## src/rtl/burst_pkg.sv

```systemverilog
package burst_pkg;
  typedef enum logic [1:0] {
    SRC_NONE = 2'd0,
    SRC_PROC = 2'd1,
    SRC_CTRL = 2'd2
  } start_src_e;
endpackage

```

## src/rtl/burst_start_decode.sv

```systemverilog
module burst_start_decode
  import burst_pkg::*;
(
  input  logic       proc_start_n,
  input  logic       ctrl_start_n,
  output logic       load_evt,
  output start_src_e load_src
);
  // The processor strobe is tested first, so it wins when both are low.
  always_comb begin
    if (!proc_start_n)      load_src = SRC_PROC;
    else if (!ctrl_start_n) load_src = SRC_CTRL;
    else                    load_src = SRC_NONE;
  end

  assign load_evt = (load_src != SRC_NONE);
endmodule

```

## src/rtl/burst_beat_counter.sv

```systemverilog
module burst_beat_counter #(
  parameter int CNT_W = 2
) (
  input  logic             clk,
  input  logic             rst_n,
  input  logic             load_evt,
  input  logic             adv_evt,
  output logic [CNT_W-1:0] beat_q
);
  function automatic logic [CNT_W-1:0] step_beat(input logic [CNT_W-1:0] b);
    return b + CNT_W'(1);
  endfunction

  always_ff @(posedge clk or negedge rst_n) begin
    if (!rst_n)        beat_q <= '0;
    else if (load_evt) beat_q <= '0;
    else if (adv_evt)  beat_q <= step_beat(beat_q);
  end

  AST_LOAD_CLEARS_BEAT: assert property (@(posedge clk) disable iff (!rst_n)
    load_evt |=> beat_q == '0);

  AST_ADV_STEPS_ONE: assert property (@(posedge clk) disable iff (!rst_n)
    (!load_evt && adv_evt) |=> beat_q == CNT_W'($past(beat_q) + 1'b1));

  AST_WAIT_HOLDS_BEAT: assert property (@(posedge clk) disable iff (!rst_n)
    (!load_evt && !adv_evt) |=> $stable(beat_q));
endmodule

```

## src/rtl/burst_addr_reg.sv

```systemverilog
module burst_addr_reg #(
  parameter int ADDR_W = 16,
  parameter int CNT_W  = 2
) (
  input  logic              clk,
  input  logic              rst_n,
  input  logic              load_evt,
  input  logic [ADDR_W-1:0] ext_addr,
  input  logic [CNT_W-1:0]  beat,
  output logic [CNT_W-1:0]  base_lo,
  output logic [ADDR_W-1:0] burst_addr
);
  localparam int HI_W = ADDR_W - CNT_W;

  logic [ADDR_W-1:0] base_q;

  function automatic logic [CNT_W-1:0] interleave(input logic [CNT_W-1:0] lo,
                                                  input logic [CNT_W-1:0] b);
    return lo ^ b;
  endfunction

  always_ff @(posedge clk or negedge rst_n) begin
    if (!rst_n)        base_q <= '0;
    else if (load_evt) base_q <= ext_addr;
  end

  assign base_lo    = base_q[CNT_W-1:0];
  assign burst_addr = {base_q[ADDR_W-1:CNT_W], interleave(base_q[CNT_W-1:0], beat)};

  AST_LOAD_TAKES_EXT: assert property (@(posedge clk) disable iff (!rst_n)
    load_evt |=> burst_addr[ADDR_W-1:CNT_W] == $past(ext_addr[ADDR_W-1:CNT_W]));

  AST_UPPER_STABLE: assert property (@(posedge clk) disable iff (!rst_n)
    !load_evt |=> burst_addr[ADDR_W-1:CNT_W] == $past(burst_addr[ADDR_W-1:CNT_W]));

  initial assert (HI_W > 0);
endmodule

```

## src/rtl/burst_addr_gen.sv

```systemverilog
module burst_addr_gen
  import burst_pkg::*;
#(
  parameter int ADDR_W = 16,
  parameter int CNT_W  = 2
) (
  input  logic              clk,
  input  logic              rst_n,
  input  logic              proc_start_n,
  input  logic              ctrl_start_n,
  input  logic              adv_n,
  input  logic [ADDR_W-1:0] ext_addr,
  output logic [ADDR_W-1:0] burst_addr,
  output logic [CNT_W-1:0]  beat_idx
);
  localparam logic [CNT_W-1:0] LAST_BEAT = {CNT_W{1'b1}};

  logic             load_evt;
  logic             adv_evt;
  start_src_e       load_src;
  logic [CNT_W-1:0] beat;
  logic [CNT_W-1:0] base_lo;

  assign adv_evt = !adv_n;

  burst_start_decode u_dec (
    .proc_start_n (proc_start_n),
    .ctrl_start_n (ctrl_start_n),
    .load_evt     (load_evt),
    .load_src     (load_src)
  );

  burst_beat_counter #(.CNT_W(CNT_W)) u_cnt (
    .clk      (clk),
    .rst_n    (rst_n),
    .load_evt (load_evt),
    .adv_evt  (adv_evt),
    .beat_q   (beat)
  );

  burst_addr_reg #(.ADDR_W(ADDR_W), .CNT_W(CNT_W)) u_areg (
    .clk        (clk),
    .rst_n      (rst_n),
    .load_evt   (load_evt),
    .ext_addr   (ext_addr),
    .beat       (beat),
    .base_lo    (base_lo),
    .burst_addr (burst_addr)
  );

  assign beat_idx = beat;

  AST_PROC_PRIORITY: assert property (@(posedge clk) disable iff (!rst_n)
    !proc_start_n |-> (load_evt && load_src == SRC_PROC));

  AST_START_FULL_LOAD: assert property (@(posedge clk) disable iff (!rst_n)
    (!proc_start_n || !ctrl_start_n) |=> (burst_addr == $past(ext_addr) && beat_idx == '0));

  AST_WRAP_TO_BASE: assert property (@(posedge clk) disable iff (!rst_n)
    (proc_start_n && ctrl_start_n && !adv_n && beat_idx == LAST_BEAT)
      |=> (burst_addr[CNT_W-1:0] == base_lo && beat_idx == '0));
endmodule

```

## config.mk

```make
export PLATFORM = sky130hd
export DESIGN_NAME = burst_addr_gen
export DESIGN_NICKNAME = d
export VERILOG_FILES = /design/src/rtl/burst_pkg.sv /design/src/rtl/burst_start_decode.sv /design/src/rtl/burst_beat_counter.sv /design/src/rtl/burst_addr_reg.sv /design/src/rtl/burst_addr_gen.sv
export SDC_FILE = /design/constraint.sdc
export NUM_CORES = 1
export LEC_CHECK = 0
export BUFFER_PORTS_ARGS = -buffer_cell sky130_fd_sc_hd__buf_2
export CAP_MARGIN = 20
export CELL_PAD_IN_SITES_DETAIL_PLACEMENT = 1
export CELL_PAD_IN_SITES_GLOBAL_PLACEMENT = 2
export CORE_MARGIN = 1.5
export CORE_UTILIZATION = 25
export CTS_BUF_LIST = sky130_fd_sc_hd__clkbuf_16
export CTS_CLUSTER_DIAMETER = 150
export DETAILED_ROUTE_END_ITERATION = 8
export PLACE_DENSITY_LB_ADDON = 0.1
export SLEW_MARGIN = 10
export SYNTH_ARGS = -nofsm -noshare
export SYNTH_HDL_FRONTEND = slang
export SYNTH_SLANG_ARGS = --single-unit
```

## constraint.sdc

```tcl
create_clock -name clk -period 1.4 [get_ports clk]
set_input_delay 0.21 -clock clk [delete_from_list [all_inputs] [get_ports clk]]
set_output_delay 0.21 -clock clk [all_outputs]
set_load 0.02 [all_outputs]
```

-- Yosys cells after proc, flatten, opt, wreduce, memory -nomap -nowiden
Cells that the tools add are included.
- register bits after elaboration: 18
- input bits: 21
- output and inout bits: 18
- logic and storage cells: 10
- add/subtract/negate cells: 1
- equality and inequality tests: 1
- muxes and demuxes: 4
- bitwise gates (word level): 1
- reductions and logical operators: 1
- operator list (kind ; count):
    2-bit two-way mux ; 4
    2-bit by 1-bit adder with 2-bit output (second input constant) ; 1
    2-bit by 1-bit inequality test with 1-bit output (second input constant) ; 1
    2-bit nonzero test ; 1
    2-bit bitwise XOR ; 1

-- Longest topological paths before layout
- depth in word-level cells: 4
- depth in mapped cells: 3

-- Hierarchy
From an unflattened synthesis, not the netlist that was laid out.
- cell total of the unflattened synthesis: 47
- area, all modules: 775.7 µm²
- modules (own cells, without submodules) (module ; times used ; cells each ; area an instance (µm²)):
    burst_addr_reg ; 1 ; 36 ; 666.9
    burst_beat_counter ; 1 ; 7 ; 88.8
    burst_start_decode ; 1 ; 3 ; 16.3
    burst_addr_gen ; 1 ; 1 ; 3.8

-- Worst setup path after synthesis
No wires, ideal clock.
- kind: flip-flop to output port
- from: register u_cnt.beat_q[1]
- to: output port burst_addr[1]
- arrival time: 0.864 ns
- data required time: 1.190 ns
- slack: 0.326 ns
- stages on the path, launching flop included: 2
- buffers on the path: 0
- cells stage by stage: dfrtp_1 xor2_1
- cells in the longest elaborated chain, start to end: 1
- ends and longest elaborated chain (what ; RTL line ; text):
    from (decl) ; burst_beat_counter.sv:8 ; output logic [CNT_W-1:0] beat_q
    from (signal assigned) ; burst_beat_counter.sv:17 ; else if (adv_evt) beat_q <= step_beat(beat_q);
    2-bit bitwise XOR ; burst_addr_reg.sv:19 ; return lo ^ b;
    to (decl) ; burst_addr_gen.sv:13 ; output logic [ADDR_W-1:0] burst_addr,
No other way between the ends.

-- Worst setup path after layout
- from: register u_cnt.beat_q[0]
- to: output port burst_addr[0]
Same word-level chain as after synthesis.

==> impl_metrics.sql <==
INSERT INTO impl_metrics (metric_group, metric, value, unit) VALUES
('outcome', 'status', 'completed', ''),
('cells_and_area', 'design_area', '1030', 'sq um'),
('cells_and_area', 'layout.cells.most_common', 'sky130_fd_sc_hd__buf_2', ''),
('worst_setup_path', 'worstSetupStartpoint', 'u_cnt.beat_q[0]', ''),
('worst_setup_path', 'timing_worst_setup_path_type', 'reg2out', ''),
('flow_run', 'max_cap_viol_count', '0', ''),
('floorplanning', 'floorplan.core_area', '2760', 'sq um'),
('synthesis', 'synthDistinctLibCells', '10', ''),
('clocking', 'cts.path.max_buffers', '2', ''),
('worst_setup_path', 'worstSetupEndpoint', 'burst_addr[0]', ''),
('floorplanning', 'top_level_ports', '39', ''),
('clocking', 'cts_buffers', '3', ''),
('global_routing', 'grt_max_degree', '19', ''),
('placement', 'buffers_on_ports', '38', ''),
('sta', 'period_needed', '1.19', 'ns'),
('cells_and_area', 'layout-drive-gt1-share', '0.690', ''),
('global_routing', 'global_route_wire_length_before_repair', '2570', 'um'),
('cells_and_area', 'syn_to_final_growth', '41.4', '%'),
('clocking', 'clkSlewWorstSetupHoldPaths', '0.05', 'ns'),
('worst_setup_path', 'top_fanout_value_on_the_critical_path', '4', ''),
('sta', 'setup_repair_after_global_routing_missed_its_margin', 'no', ''),
('sta', 'final.setup.tns', '0', 'ns'),
('sta', 'fmax', '0.841', 'GHz'),
('worst_setup_path', 'ff_to_ff_start', 'u_cnt.beat_q[0]', ''),
('sta', 'maxSlewHeadroom', '0.728', ''),
('worst_setup_path', 'critPathLaunchType', 'flop', ''),
('synthesis', 'synth_area', '731', 'sq um'),
('power', 'power_per_cell_area', '1310', 'nW/um^2'),
('worst_setup_path', 'reg2reg_depth', '3', ''),
('drt', 'post_drt_wl_per_cell', '13.7', 'um'),
('drt', 'total_wirelength_of_the_detailed_routed_design', '1580', 'um'),
('cells_and_area', 'fillerInstances', '313', ''),
('clocking', 'maximum_level_of_the_cts_h_tree', '1', ''),
('placement', 'place_congestion', '0.611', ''),
('cells_and_area', 'finished_core_util', '0.375', ''),
('placement', 'numPlacedInstances', '111', ''),
('sta', 'layout_worst_path_cycle_share', '0.850', ''),
('synthesis', 'main_combinational_cell_family_by_area_after_synthesis', 'multiplexers', ''),
('synthesis', 'synth_sequential_area_ratio', '0.616', ''),
('placement', 'place_area', '948', 'sq um'),
('sta', 'finalSetupViolations', '0', ''),
('worst_setup_path', 'worstPathRequired', '1.19', 'ns'),
('floorplanning', 'die-width', '57.1', 'um'),
('cells_and_area', 'layout.cells.non_filler', '115', ''),
('worst_setup_path', 'critPathCaptureType', 'primary output', ''),
('sta', 'finalMaxSlewViolations', '0', ''),
('synthesis', 'synthCells', '43', ''),
('drt', 'drt.antenna.violating_nets', '0', ''),
('worst_setup_path', 'critPathArrivalTime', '0.98', 'ns'),
('sta', 'timing_hold_violations_final', '0', ''),
('synthesis', 'yosys_register_bits', '18', ''),
('synthesis', 'synth-adder-area-share', '0', ''),
('synthesis', 'xor_xnor_share_of_the_synthesized_area', '0.0360', ''),
('drt', 'detailed_route_drc_error_count', '0', ''),
('power', 'power_leakage', '0.539', 'nW'),
('clocking', 'cts_tree', 'built', ''),
('clocking', 'postCtsHoldBufs', '1', ''),
('floorplanning', 'initial_utilization', '0.265', ''),
('drt', 'dr_total_vias', '515', ''),
('placement', 'place_hpwl', '1150', 'um'),
('sta', 'final.setup_skew', '0.000675', 'ns'),
('cells_and_area', 'fin_nets', '107', ''),
('global_routing', 'antenna_found_initial', '0', ''),
('clocking', 'cts-resized-gates', '0', ''),
('power', 'max-vdd-ir-drop', '509', 'uV'),
('hold_path', 'hold_path.class', 'in2reg', ''),
('synthesis', 'post_synth_mux_area_share', '0.288', ''),
('floorplanning', 'die-area', '3260', 'sq um'),
('hold_path', 'timing.hold.worst.start', 'ext_addr[2]', ''),
('cells_and_area', 'count_of_antenna_diodes_in_the_layout', '0', ''),
('drt', 'vias_per_cell', '4.48', '');
-- layer usage --
metal | routed length (um) | up-vias | GRT usage
li1 | - | 229 | -
met1 | 704 | 257 | 0.130
met2 | 705 | 25 | 0.164
met3 | 124 | 4 | 0.0340
met4 | 40 | 0 | 0.0698
met5 | 0 | - | 0
-- per-stage QoR --
stage                     hold WS (ns)  setup slack [ns]  total power, mW
after detailed placement         0.177             0.320            0.814
after CTS                        0.191             0.189             1.38
final                            0.192             0.210             1.36
after floorplan                -0.0856             0.326            0.721
after global placement           0.170             0.345            0.811
after global routing             0.199             0.114             1.42
-- cell type report --
cell class	count	area [sq um]	share of cell area
Sequential cell	18	450	0.436
Timing Repair Buffer	39	200	0.194
Multi-Input combinational cell	24	269	0.260
Tap cell	31	38.8	0.0375
Clock buffer	3	75.1	0.0726
-- cell usage after synthesis (all sizes together) --
master / instances / area share
dfrtp: 18 / 0.62
xnor2: 1 / 0.012
mux2: 16 / 0.29
nand2: 1 / 0.015
nor2b: 2 / 0.017
nor3: 1 / 0.0068
buf: 1 / 0.015
nor2: 1 / 0.0051
xor2: 2 / 0.024
-- where the power goes --
group / internal [mW] / switching, mW
Combinational: 0.104 / 0.115
Sequential: 0.562 / 0.0219
Clock: 0.375 / 0.180
Total: 1.04 / 0.316
-- sequential cells by signal (all words and copies together) (netlist names) --
register and flops:
u_cnt.beat_q 2, u_areg.base_q 16
-- cells by family (layout without fill, tap and decap cells) --
family,Yosys count,in the layout
flops,18,18
mux,16,16
simple gates,5,5
xor+xnor,3,3
buf+inv,1,42
-- worst max-delay path: stages, from the launching register on --
cell and delay (ns):
sky130_fd_sc_hd__dfrtp_1 0.41, sky130_fd_sc_hd__xor2_1 0.15, sky130_fd_sc_hd__buf_2 0.17
-- worst min path at each step --
stage                         to  slack, ns  cells past startpoint
2_1_floorplan   u_areg.base_q[0]      -0.09                      0
3_3_place_gp    u_areg.base_q[9]       0.17                      1
3_5_place_dp   u_areg.base_q[11]       0.18                      1
4_1_cts         u_areg.base_q[0]       0.19                      2
5_1_grt         u_areg.base_q[7]       0.20                      2
6_report        u_areg.base_q[2]       0.19                      2
Note: power is estimated with default switching activity, not from simulation.
